==> config.mk <==
export PLATFORM = sky130hd
export DESIGN_NAME = outwin_xlate
export DESIGN_NICKNAME = d
export VERILOG_FILES = /design/src/rtl/owx_pkg.sv /design/src/rtl/owx_regs.sv /design/src/rtl/owx_window_match.sv /design/src/rtl/owx_priority_pick.sv /design/src/rtl/owx_out_stage.sv /design/src/rtl/outwin_xlate.sv
export SDC_FILE = /design/constraint.sdc
export NUM_CORES = 1
export LEC_CHECK = 0
export ABC_AREA = 1
export ABC_CLOCK_PERIOD_IN_PS = 1550
export BUFFER_PORTS_ARGS = -buffer_cell sky130_fd_sc_hd__buf_2
export CORE_ASPECT_RATIO = 0.5
export CORE_MARGIN = 2
export CORE_UTILIZATION = 45
export CTS_CLUSTER_SIZE = 10
export DETAILED_ROUTE_END_ITERATION = 10
export PLACE_DENSITY_LB_ADDON = 0.15
export SETUP_SLACK_MARGIN = 0.02
export SYNTH_ARGS = -nofsm -noshare
export SYNTH_HDL_FRONTEND = slang
export SYNTH_SLANG_ARGS = --single-unit
==> constraint.sdc <==
create_clock -name clk -period 1.55 [get_ports clk]
set_input_delay 0.2325 -clock clk [delete_from_list [all_inputs] [get_ports clk]]
set_output_delay 0.2325 -clock clk [all_outputs]
set_load 0.05 [all_outputs]
==> src/rtl/owx_pkg.sv <==
package owx_pkg;

    localparam int FIELD_W = 8;

    typedef enum logic [1:0] {
        RD_PLAIN = 2'b00,
        RD_LINE  = 2'b01,
        RD_MULTI = 2'b10,
        RD_RSVD  = 2'b11
    } rd_kind_e;

    typedef struct packed {
        logic [FIELD_W-1:0] base;
        logic [FIELD_W-1:0] mask;
        logic [FIELD_W-1:0] target;
    } win_fields_t;

    typedef struct packed {
        logic [3:0] spare;
        logic       is_io;
        rd_kind_e   kind;
        logic       enable;
    } win_ctrl_t;

    typedef struct packed {
        logic     hit;
        logic     is_io;
        rd_kind_e cmd;
    } win_verdict_t;

    function automatic win_fields_t unpack_window(input logic [31:0] word);
        win_fields_t f;
        f.base   = word[31:24];
        f.mask   = word[23:16];
        f.target = word[15:8];
        return f;
    endfunction

    function automatic logic page_match(input logic [FIELD_W-1:0] page,
                                        input win_fields_t f);
        return ((page ^ f.base) & ~f.mask) == '0;
    endfunction

    function automatic logic [FIELD_W-1:0] page_remap(input logic [FIELD_W-1:0] page,
                                                      input win_fields_t f);
        return (f.target & ~f.mask) | (page & f.mask);
    endfunction

    function automatic rd_kind_e legal_cmd(input rd_kind_e k);
        return (k == RD_RSVD) ? RD_PLAIN : k;
    endfunction

endpackage

==> src/rtl/owx_regs.sv <==
module owx_regs
    import owx_pkg::*;
#(
    parameter int NUM_WIN = 3,
    parameter int DATA_W  = 32,
    parameter int SEL_W   = $clog2(NUM_WIN + 1)
) (
    input  logic              clk,
    input  logic              rst,
    input  logic              wr,
    input  logic [SEL_W-1:0]  sel,
    input  logic [DATA_W-1:0] wdata,
    output logic [DATA_W-1:0] win_word [NUM_WIN],
    output logic [DATA_W-1:0] ctrl_word
);
    localparam logic [SEL_W-1:0] CTRL_SEL = SEL_W'(NUM_WIN);

    for (genvar i = 0; i < NUM_WIN; i++) begin : g_win
        localparam logic [SEL_W-1:0] MY_SEL = SEL_W'(i);
        always_ff @(posedge clk) begin
            if (rst)
                win_word[i] <= '0;
            else if (wr && sel == MY_SEL)
                win_word[i] <= wdata;
        end
    end

    always_ff @(posedge clk) begin
        if (rst)
            ctrl_word <= '0;
        else if (wr && sel == CTRL_SEL)
            ctrl_word <= wdata;
    end

endmodule

==> src/rtl/owx_window_match.sv <==
module owx_window_match
    import owx_pkg::*;
#(
    parameter int ADDR_W = 32
) (
    input  logic [31:0]        win_word,
    input  logic [7:0]         ctrl_byte,
    input  logic [ADDR_W-1:0]  addr,
    output win_verdict_t       verdict,
    output logic [ADDR_W-1:0]  mapped
);
    localparam int PAGE_LSB = ADDR_W - FIELD_W;

    win_fields_t        fields;
    win_ctrl_t          ctrl;
    logic [FIELD_W-1:0] page;

    always_comb begin
        fields = unpack_window(win_word);
        ctrl   = win_ctrl_t'(ctrl_byte);
        page   = addr[ADDR_W-1:PAGE_LSB];

        verdict.hit   = ctrl.enable && page_match(page, fields);
        verdict.is_io = ctrl.is_io;
        verdict.cmd   = legal_cmd(ctrl.kind);

        mapped = {page_remap(page, fields), addr[PAGE_LSB-1:0]};
    end

endmodule

==> src/rtl/owx_priority_pick.sv <==
module owx_priority_pick
    import owx_pkg::*;
#(
    parameter int NUM_WIN = 3,
    parameter int ADDR_W  = 32,
    parameter int IDX_W   = (NUM_WIN > 1) ? $clog2(NUM_WIN) : 1
) (
    input  win_verdict_t       verdict [NUM_WIN],
    input  logic [ADDR_W-1:0]  mapped  [NUM_WIN],
    output logic [NUM_WIN-1:0] grant,
    output logic               any_hit,
    output logic [ADDR_W-1:0]  sel_addr,
    output logic               sel_io,
    output rd_kind_e           sel_cmd,
    output logic [IDX_W-1:0]   sel_idx
);
    always_comb begin
        grant    = '0;
        any_hit  = 1'b0;
        sel_addr = '0;
        sel_io   = 1'b0;
        sel_cmd  = RD_PLAIN;
        sel_idx  = '0;
        for (int i = 0; i < NUM_WIN; i++) begin
            if (verdict[i].hit && !any_hit) begin
                any_hit  = 1'b1;
                grant[i] = 1'b1;
                sel_addr = mapped[i];
                sel_io   = verdict[i].is_io;
                sel_cmd  = verdict[i].cmd;
                sel_idx  = IDX_W'(i);
            end
        end
    end

endmodule

==> src/rtl/owx_out_stage.sv <==
module owx_out_stage
    import owx_pkg::*;
#(
    parameter int ADDR_W = 32,
    parameter int IDX_W  = 2
) (
    input  logic              clk,
    input  logic              rst,
    input  logic              req_valid,
    input  logic              any_hit,
    input  logic [ADDR_W-1:0] sel_addr,
    input  logic              sel_io,
    input  rd_kind_e          sel_cmd,
    input  logic [IDX_W-1:0]  sel_idx,
    output logic              out_valid,
    output logic              out_miss,
    output logic [ADDR_W-1:0] out_addr,
    output logic              out_io,
    output logic [1:0]        out_rd_cmd,
    output logic [IDX_W-1:0]  out_win
);
    logic take;

    always_comb take = req_valid && any_hit;

    always_ff @(posedge clk) begin
        if (rst) begin
            out_valid  <= 1'b0;
            out_miss   <= 1'b0;
            out_addr   <= '0;
            out_io     <= 1'b0;
            out_rd_cmd <= RD_PLAIN;
            out_win    <= '0;
        end else begin
            out_valid  <= req_valid;
            out_miss   <= req_valid && !any_hit;
            out_addr   <= take ? sel_addr : '0;
            out_io     <= take && sel_io;
            out_rd_cmd <= take ? sel_cmd : RD_PLAIN;
            out_win    <= take ? sel_idx : '0;
        end
    end

endmodule

==> src/rtl/outwin_xlate.sv <==
module outwin_xlate
    import owx_pkg::*;
#(
    parameter int NUM_WIN = 3,
    parameter int ADDR_W  = 32,
    parameter int DATA_W  = 32,
    parameter int SEL_W   = $clog2(NUM_WIN + 1),
    parameter int IDX_W   = (NUM_WIN > 1) ? $clog2(NUM_WIN) : 1
) (
    input  logic              clk,
    input  logic              rst,
    input  logic              cfg_wr,
    input  logic [SEL_W-1:0]  cfg_sel,
    input  logic [DATA_W-1:0] cfg_wdata,
    input  logic              req_valid,
    input  logic [ADDR_W-1:0] req_addr,
    output logic              out_valid,
    output logic              out_miss,
    output logic [ADDR_W-1:0] out_addr,
    output logic              out_io,
    output logic [1:0]        out_rd_cmd,
    output logic [IDX_W-1:0]  out_win
);
    logic [DATA_W-1:0]  win_word [NUM_WIN];
    logic [DATA_W-1:0]  ctrl_word;
    win_verdict_t       verdict  [NUM_WIN];
    logic [ADDR_W-1:0]  mapped   [NUM_WIN];
    logic [NUM_WIN-1:0] grant_vec;
    logic               any_hit;
    logic [ADDR_W-1:0]  sel_addr;
    logic               sel_io;
    rd_kind_e           sel_cmd;
    logic [IDX_W-1:0]   sel_idx;

    owx_regs #(.NUM_WIN(NUM_WIN), .DATA_W(DATA_W), .SEL_W(SEL_W)) u_regs (
        .clk       (clk),
        .rst       (rst),
        .wr        (cfg_wr),
        .sel       (cfg_sel),
        .wdata     (cfg_wdata),
        .win_word  (win_word),
        .ctrl_word (ctrl_word)
    );

    for (genvar i = 0; i < NUM_WIN; i++) begin : g_match
        localparam int CTRL_HI = DATA_W - 1 - FIELD_W * i;
        owx_window_match #(.ADDR_W(ADDR_W)) u_match (
            .win_word  (win_word[i][31:0]),
            .ctrl_byte (ctrl_word[CTRL_HI -: FIELD_W]),
            .addr      (req_addr),
            .verdict   (verdict[i]),
            .mapped    (mapped[i])
        );
    end

    owx_priority_pick #(.NUM_WIN(NUM_WIN), .ADDR_W(ADDR_W), .IDX_W(IDX_W)) u_pick (
        .verdict  (verdict),
        .mapped   (mapped),
        .grant    (grant_vec),
        .any_hit  (any_hit),
        .sel_addr (sel_addr),
        .sel_io   (sel_io),
        .sel_cmd  (sel_cmd),
        .sel_idx  (sel_idx)
    );

    owx_out_stage #(.ADDR_W(ADDR_W), .IDX_W(IDX_W)) u_out (
        .clk        (clk),
        .rst        (rst),
        .req_valid  (req_valid),
        .any_hit    (any_hit),
        .sel_addr   (sel_addr),
        .sel_io     (sel_io),
        .sel_cmd    (sel_cmd),
        .sel_idx    (sel_idx),
        .out_valid  (out_valid),
        .out_miss   (out_miss),
        .out_addr   (out_addr),
        .out_io     (out_io),
        .out_rd_cmd (out_rd_cmd),
        .out_win    (out_win)
    );

endmodule

==> flow_summary.toml, run 1 <==
[finish]
multi_input_area_sq_um = 2410
drive_gt1_share_pct = 34.72
fillers = 972
finish.utilization_pct = 63.18
nNetsFinal = 898
diodes = 0
stdcell_count = 1000
register_area_sq_um = 2477
area_delta_synth_final_pct = 34.20
fin_area_sq_um = 7064

[die]
io_pins = 109
start_util_pct = 47.07
fp.dieH_um = 80.48
dieArea_sq_um = 12630
die_x_um = 157.0
num_rows = 27
coreArea_sq_um = 11180

[run_status]
status = "finished, final reports clean"

[critical_path]
cpPeakStageDelay_ns = 0.35
crit_type = "flip-flop to flip-flop"
cpMaxStageDelayCell = "dfxtp_1"
end_kind = "flip-flop"
cp.required_ns = 1.91
crit_start = "u_regs.win_word[51]"
crit_fanout = 7
r2r_start = "u_regs.win_word[51]"
crit_chain = "inv_1 > nand3_2 > nand2_2 > nor2_4 > buf_4 > nand3_4 > nand3_2 > nand2_4 > clkbuf_16 > nor2_4"
r2r_cells = 10
worstSetupStartpointType = "flip-flop"
crit_path_end = "u_out.out_addr[3]"
regToRegSetupSlack_ns = 0.02
worstPathArrival_ns = 1.89
r2r-end = "u_out.out_addr[3]"

[power]
vdd_ir_drop_max_mv = 0.7407
p_leak_nw = 3.223
pwr_density_cell_nw_per_um2 = 1166
power.total_mw = 8.239

[synthesis]
yosysMostFrequentCell = "dfxtp_1"
synth_flop_cell = "dfxtp_1"
yosysSeqAreaShare_pct = 46.78
synth_cells = 691
yosys-top-cells-count = "dfxtp_1 (123), nand2_1 (105), o21ai_0 (105), nor2_1 (93), inv_1 (86)"
ys_types = 27
synth.net_count = 761
yosysWarnings = 0
synth_largest_area_cell = "dfxtp_1"
synth-seq-cells = 123
async_flop_share_pct = 0
synth-edff-count = 0
synth_area_leaders = "dfxtp_1 (47%), o21ai_0 (10%), nand2_1 (7.5%)"
syn_area_per_cell_sq_um = 7.618
syn_area_sq_um = 5264
synth_top_cell_area_share_pct = 46.78

[hold_path]
hold_class = "primary input to flip-flop"

[timing]
slew_headroom_pct = 57.35
setup_viol = 0
slew_viol_final = 0
hold_viol = 0
fmax_mhz = 652.0
finalCriticalPeriod_ns = 1.534
tightest_slew_ns = 0.6391
fin_skew_ns = 0.006799
grt_setup_unrepaired = "true"
min_period_over_period_pct = 98.96

[global_routing]
grt_pass1_wl_um = 21010
grt_max_degree = 63
overflow = 0
grt_pass1_vias = 4334
antenna_found_initial = 0
grt.total_usage_pct = 21.82

[placed_design]
portBuffers = 100
globalplace.congestion = 0.8024
placed_area_sq_um = 6187
dpl.hpwl_um = 8820
dp.cells = 961

[clock_network]
root_buffer = "clkbuf_16"
cts_tree = "done"
htree_levels = 4
clk_path_buf_depth = 2
insertion_delay_ns = 0.41
clkTransAtPathRegs_ns = 0.06
clkSinkCount = 123
cts_buffers = 17

[routing]
detail-route-antenna-nets = 0
vias_per_cell = 4.728
firstDrtPassIters = 5
drt-total-wl_um = 13380
drcViolationCount = 0
wl_per_cell_um = 13.38
vias = 4728
drt_iter0_markers = 251

[job]
cap_viol_max_count = 0
state kept, by name, indices dropped and copies added (netlist names):
signal,cells
u_out.out_valid,1
u_out.out_miss,1
u_regs.win_word,72
u_out.out_rd_cmd,2
u_out.out_addr,32
u_out.out_win,2
u_out.out_io,1
u_regs.ctrl_word,12
power breakdown:
part,total (mW),internal (mW),leakage (nW),switching [mW]
sequential,3.35,3.28,1.01,0.0628
combinational,0.725,0.276,1.93,0.449
clock,4.17,2.68,0.283,1.49
critical path, delay by kind of cell (launching register included):
family	cells	cell delay, ns
buffers and inverters	3	0.42
AND/OR/NAND/NOR	7	0.71
flip-flops	1	0.35
cell families after synthesis:
logic type	synth area share (%)
simple gates	25.46
mux	1.521
flops	46.78
buf+inv	10.10
compound gates	16.14
through the flow:
stage,TNS (ns),hold WS (ns),setup WS [ns]
final,0,0.02577,0.01617
after global routing,-0.8212,0.01196,-0.04344
after CTS,0,0.01556,0.01110
after detailed placement,-1.390,0.4423,-0.09739
after global placement,-0.8951,0.4347,-0.08456
after floorplan,0,0.3447,0.1902
cell usage in the layout (no fill, tap or decap), types with 27 or more instances in the layout:
cell,netlist,layout
nor2_4,23,27
inv_1,86,76
nand2_2,12,28
buf_2,0,100
dfxtp_1,123,111
o21ai_0,105,97
nand2_1,105,87
buf_4,3,34
nor2_1,93,91
a21oi_1,57,57
how the worst min path moves through the flow:
| stage | endpoint | cells past startpoint | start |
|---|---|---|---|
| global route | u_out.out_addr[7] | 3 | req_addr[7] |
| detailed placement | u_regs.win_word[72] | 2 | u_regs.win_word[72] |
| global placement | u_regs.ctrl_word[16] | 2 | u_regs.ctrl_word[16] |
| CTS | u_out.out_addr[7] | 3 | req_addr[7] |
| finish | u_out.out_addr[7] | 3 | req_addr[7] |
| floorplan | u_out.out_addr[10] | 2 | req_addr[10] |
cell type report:
type / instances / share of cell area, %
Sequential cell: 123 / 35.07
Multi-Input combinational cell: 442 / 34.11
Timing Repair Buffer: 148 / 14.05
Clock buffer: 17 / 6.022
Inverter: 96 / 5.101
Clock inverter: 15 / 2.834
Tap cell: 159 / 2.816
metal layers:
metal  GRT usage, %  share of wire [%]  vias to the layer above
met5              0                  0                        -
met4          7.156                1.1                        0
met3          5.774                6.3                       17
met2          34.91                 43                      141
met1          28.76                 50                     2117
li1               -                  -                     2453
what timing repair did:
| item | 4_1_cts | 5_1_grt |
|---|---|---|
| pin swaps | 10 | 30 |
| cloned | 0 | 1 |
| setup buffers | 1 | 5 |
| endpoints found under the setup margin | 28 | 33 |
| gates resized for setup | 16 | 59 |
| hold buffers | 0 | 0 |
No activity file was read; power rests on OpenSTA's default activity.
==> run 2, diff against run 1 <==
--- a/config.mk
+++ b/config.mk
@@ -8,7 +8,6 @@
 export ABC_AREA = 1
 export ABC_CLOCK_PERIOD_IN_PS = 1550
 export BUFFER_PORTS_ARGS = -buffer_cell sky130_fd_sc_hd__buf_2
-export CORE_ASPECT_RATIO = 0.5
 export CORE_MARGIN = 2
 export CORE_UTILIZATION = 45
 export CTS_CLUSTER_SIZE = 10
==> run 2 against run 1 <==
  * Clock power decreased by 9.4%
  * Global-route usage shrank 1.0 points
  * Register-to-register slack improved by 0.03 ns
  * Critical path depth fell by 1
  * Worst setup slack improved by 0.035 ns
  * Via count shrank 1.6%
  * Utilization is 4.2 points lower
  * Combinational power is 6.9% lower
  * Sequential share of layout area is 1.7 points higher
  * Cell count shrank 3.2%
  * Critical endpoint is now u_out.out_addr[28]
  * Largest cell class unchanged
  * Largest power group unchanged
==> flow_summary.toml, run 2 (synthesis gave the netlist of run 1 again) <==
[critical_path]
worstSetupStartpointType = "flip-flop"
crit_type = "flip-flop to flip-flop"
worstPathArrival_ns = 1.85
crit_fanout = 6
cp.required_ns = 1.90
regToRegSetupSlack_ns = 0.05
r2r_cells = 9
end_kind = "flip-flop"
r2r_start = "u_regs.win_word[90]"
r2r-end = "u_out.out_addr[28]"

[routing]
wl_per_cell_um = 13.02
vias = 4654
drt-total-wl_um = 12610
vias_per_cell = 4.808
drt_iter0_markers = 218
detail-route-antenna-nets = 0
drcViolationCount = 0
firstDrtPassIters = 4

[finish]
diodes = 0
largest_reg_flops = 72
largestRegisters = "u_regs.win_word: 72 flops, u_out.out_addr: 32 flops, u_regs.ctrl_word: 12 flops"
nNetsFinal = 883
drive_gt1_share_pct = 29.82
area_delta_synth_final_pct = 27.88
fillers = 1068
regMostFlops = "u_regs.win_word"
final_common_cell = "dfxtp_1"
layout_common_cells = "dfxtp_1 (115), buf_2 (100), nand2_1 (98), o21ai_0 (98), nor2_1 (92)"

[placed_design]
dpl.hpwl_um = 8942
portBuffers = 100
globalplace.congestion = 0.8408

[timing]
min_period_over_period_pct = 96.70
finalCriticalPeriod_ns = 1.499
hold_viol = 0
slew_viol_final = 0
fin_skew_ns = 0.006984
tightest_slew_ns = 0.3000
whs_ns = 0.03556
setup_viol = 0
grt_setup_unrepaired = "true"
finalSetupTns_ns = 0
slew_headroom_pct = 79.95
fmax_mhz = 667.2

[clock_network]
htree_levels = 4
clk_path_buf_depth = 2
cts_hold_repair.buffers = 0
clkSinkCount = 123
cts_buffers = 17
insertion_delay_ns = 0.41
root_buffer = "clkbuf_16"
cts_tree = "done"
clkTransAtPathRegs_ns = 0.05

[hold_path]
hp-start = "req_addr[10]"
holdPathEnd = "u_out.out_addr[10]"
hold_depth = 3
hold_class = "primary input to flip-flop"

[global_routing]
grt.total_usage_pct = 20.77
antenna_found_initial = 0
grt_pass1_vias = 4510
grt_max_degree = 85
overflow = 0
grt_pass1_wl_um = 20780

[die]
num_rows = 39
start_util_pct = 46.10
io_pins = 109
coreArea_sq_um = 11420
fp.dieH_um = 112.2
die_x_um = 112.2
dieArea_sq_um = 12580

[job]
cap_viol_max_count = 0

[run_status]
status = "finished, final reports clean"

[power]
p_leak_nw = 3.098
vdd_ir_drop_max_mv = 0.7710
pwr_density_cell_nw_per_um2 = 1160
[run 2: cell count changes in the layout (fill, tap and decap cells not counted), sizes merged]
cell | before | now
clkinvlp | 7 | 1
inv | 94 | 95
buf | 147 | 133
bufinv | 4 | 2
clkbuf | 18 | 23
[run 2: critical path, stage by stage, from the launching register on]
cell     delay, ns
dfxtp_1       0.36
nor2_2        0.07
nor3_4        0.20
nor2_4        0.07
nand3_4       0.15
nand2_4       0.07
nor3_4        0.22
buf_6         0.18
nand2_2       0.05
nand2_1       0.06
[run 2: per-stage QoR]
stage,power [mW],instance area (sq um),util [%],std cells,setup slack [ns]
6_report,7.810,6731,58.95,968,0.05111
5_1_grt,8.132,6731,58.95,968,-0.03227
4_1_cts,7.863,6625,58.02,967,0.03829
3_5_place_dp,4.062,6050,52.98,936,-0.1021
3_3_place_gp,4.041,6050,52.98,936,-0.05360
2_1_floorplan,3.807,5264,-,691,0.1902
[run 2: repair_timing]
item                                    in CTS  in global routing
endpoints found under the setup margin       3                 35
cloned                                       0                  0
pin swaps                                    0                 14
gates resized for setup                      2                 41
buffers inserted                             0                  1
[run 2: worst max-delay path by stage]
| stage | from | end | slack, ns |
|---|---|---|---|
| detailed placement | req_addr[25] | u_out.out_rd_cmd[1] | -0.10 |
| CTS | u_regs.win_word[29] | u_out.out_addr[29] | 0.04 |
| finish | u_regs.win_word[90] | u_out.out_addr[28] | 0.05 |
| global route | u_regs.win_word[93] | u_out.out_io | -0.03 |
| global placement | req_addr[25] | u_out.out_addr[29] | -0.05 |
| floorplan | req_addr[26] | u_out.out_addr[0] | 0.19 |
[run 2: area by class of cell]
| type | count | area [sq um] | area share, % |
|---|---|---|---|
| clock inverters | 8 | 92.59 | 1.375 |
| clock buffers | 23 | 478.0 | 7.100 |
| well taps | 143 | 178.9 | 2.658 |
| inverters | 96 | 360.3 | 5.353 |
| flip-flops and latches | 123 | 2472 | 36.73 |
| repair buffers | 133 | 808.3 | 12.01 |
| multi-input cells | 442 | 2341 | 34.78 |
[run 2: power by group]
group          leakage [nW]  total [mW]  switching, mW  internal [mW]
Clock                 0.283        3.78           1.32           2.47
Sequential             1.01        3.35         0.0644           3.29
Combinational          1.81       0.675          0.424          0.251
[run 2: routing by layer]
layer	global-route usage, %	part of all wire [%]	vias up
met3	5.778	5.4	34
met1	24.36	43	2072
li1	-	-	2419
met5	0	0	-
met4	9.919	3.2	0
met2	35.18	48	129
==> run 3, diff against run 2 <==
--- a/config.mk
+++ b/config.mk
@@ -7,11 +7,11 @@
 export LEC_CHECK = 0
 export ABC_AREA = 1
 export ABC_CLOCK_PERIOD_IN_PS = 1550
-export BUFFER_PORTS_ARGS = -buffer_cell sky130_fd_sc_hd__buf_2
 export CORE_MARGIN = 2
-export CORE_UTILIZATION = 45
+export CORE_UTILIZATION = 40
 export CTS_CLUSTER_SIZE = 10
 export DETAILED_ROUTE_END_ITERATION = 10
+export DONT_BUFFER_PORTS = 1
 export PLACE_DENSITY_LB_ADDON = 0.15
 export SETUP_SLACK_MARGIN = 0.02
 export SYNTH_ARGS = -nofsm -noshare
==> run 3 against run 2 <==
  * Power is 1.6% higher
  * Cell count is 2.0% lower
  * Clock-buffer cell count is 1 higher
  * Clock power is 4% higher
  * Register-to-register slack hardly changed
  * Via count is 2.9% lower
  * Combinational power is 3% lower
  * Flip-flop and latch count stayed put
  * Die area is 12% higher
  * Worst setup slack worse by 0.0042 ns
  * Global-route usage is 0.80 points lower
  * Critical path type unchanged
  * Largest cell class unchanged
==> flow_summary.toml, run 3 (synthesis gave the netlist of run 1 again) <==
[clock_network]
clk_path_buf_depth = 2
htree_levels = 4
cts_tree = "done"
insertion_delay_ns = 0.42
clkSinkCount = 123
clkTransAtPathRegs_ns = 0.05
root_buffer = "clkbuf_16"
cts_buffers = 17

[timing]
fmax_mhz = 665.3
slew_viol_final = 0
finalCriticalPeriod_ns = 1.503
min_period_over_period_pct = 96.97
tightest_slew_ns = 0.6136
fin_skew_ns = 0.008634
hold_viol = 0
grt_setup_unrepaired = "true"
setup_viol = 0
slew_headroom_pct = 59.05

[power]
p_int_mw = 6.119
pwr_density_cell_nw_per_um2 = 1149
p_comb_share_pct = 8.3
pwr-share-seq_pct = 42.3
swShare_pct = 22.91
vdd_ir_drop_max_mv = 0.8980
p_clk_share_pct = 49.4
p_sw_mw = 1.818
power.total_mw = 7.937
p_leak_nw = 2.889

[critical_path]
cp.required_ns = 1.91
critPathBufInv = 2
cpMostUsedCell = "nand2_1"
crit_type = "flip-flop to flip-flop"
cpPeakStageDelay_ns = 0.32
critical_path.top_delay_family = "simple AND/OR/NAND/NOR gates"
worstSetupStartpointType = "flip-flop"
end_kind = "flip-flop"
crit_fanout = 5
regToRegSetupSlack_ns = 0.05
crit_chain = "inv_1 > nand2_1 > o21ai_1 > nor2_4 > nand3_4 > nand2_4 > nor3_4 > buf_6 > nand2_2 > nand2_1"
cpMaxStageDelayCell = "dfxtp_2"
worstPathArrival_ns = 1.86

[die]
coreArea_sq_um = 12720
num_rows = 41
io_pins = 109
die_x_um = 118.7
dieArea_sq_um = 14090
fp.dieH_um = 118.7
start_util_pct = 41.37

[global_routing]
grt_pass1_wl_um = 21990
grt.total_usage_pct = 19.97
grt_pass1_vias = 4376
overflow = 0
grt_max_degree = 85
antenna_found_initial = 0

[finish]
final_common_cell = "dfxtp_1"
regMostFlops = "u_regs.win_word"
nNetsFinal = 835
drive_gt1_share_pct = 21.75
fillers = 1249
largestRegisters = "u_regs.win_word: 72 flops, u_out.out_addr: 32 flops, u_regs.ctrl_word: 12 flops"
finish.utilization_pct = 54.29
stdcell_count = 949
multi_input_area_sq_um = 2409
fin_area_sq_um = 6907
register_area_sq_um = 2479
layout_common_cells = "dfxtp_1 (110), o21ai_0 (100), nand2_1 (91)"
largest_reg_flops = 72
diodes = 0
area_delta_synth_final_pct = 31.21

[hold_path]
hold_class = "primary input to flip-flop"

[job]
cap_viol_max_count = 0

[placed_design]
globalplace.congestion = 0.8235
dp.cells = 861
dpl.hpwl_um = 8948
placed_area_sq_um = 5555
portBuffers = 0

[routing]
drt-total-wl_um = 13690
detail-route-antenna-nets = 0
firstDrtPassIters = 4
vias_per_cell = 4.761
drt_iter0_markers = 215
vias = 4518
wl_per_cell_um = 14.43
drcViolationCount = 0

[run_status]
status = "finished, final reports clean"
==> run 3: through the flow <==
step                      hold WS (ns)  setup slack [ns]  setup TNS (ns)
after global routing           0.01508          -0.05264         -0.8508
final                          0.01123           0.04694               0
after global placement          0.3474         -0.003643       -0.004579
after floorplan                 0.3447            0.1902               0
after detailed placement        0.3479          -0.03752         -0.1752
after CTS                   0.00004860           0.01342               0
==> run 3: what timing repair did <==
item / CTS / global route
buffers inserted: 3 / 5
hold buffers: 47 / 0
pin swaps: 11 / 28
setup endpoints to repair: 31 / 33
gates cloned: 0 / 2
hold endpoints to repair: 63 / 0
gates resized for setup: 14 / 52
==> run 3: worst paths after layout <==
path,from,endpoint,depth (start not counted)
max,u_regs.win_word[87],u_out.out_addr[24],10
min,cfg_wdata[12],u_regs.win_word[12],2
max reg2reg,u_regs.win_word[87],u_out.out_addr[24],10
min reg2reg,u_regs.ctrl_word[27],u_regs.ctrl_word[27],2
==> run 3: final cells by class <==
cell class	instances	area share [%]
Clock buffer	24	7.264
Timing Repair Buffer	85	12.37
Multi-Input combinational cell	442	34.87
Sequential cell	123	35.89
Inverter	96	5.217
Tap cell	172	3.116
Clock inverter	7	1.268
==> run 3: routing by layer <==
layer	vias up	track usage (%)	share of wire, %
li1	2323	-	-
met1	2032	24.24	43
met2	133	32.54	49
met3	30	5.985	6.3
met4	0	8.929	2.5
met5	-	0	0
==> run 3: power by group through the flow <==
stage	registers [mW]	clock network (mW)	logic (mW)
floorplan	3.41	0	0.401
global placement	3.42	0	0.497
detailed placement	3.42	0	0.509
CTS	3.35	4.00	0.627
global route	3.37	4.13	0.742
finish	3.36	3.92	0.656
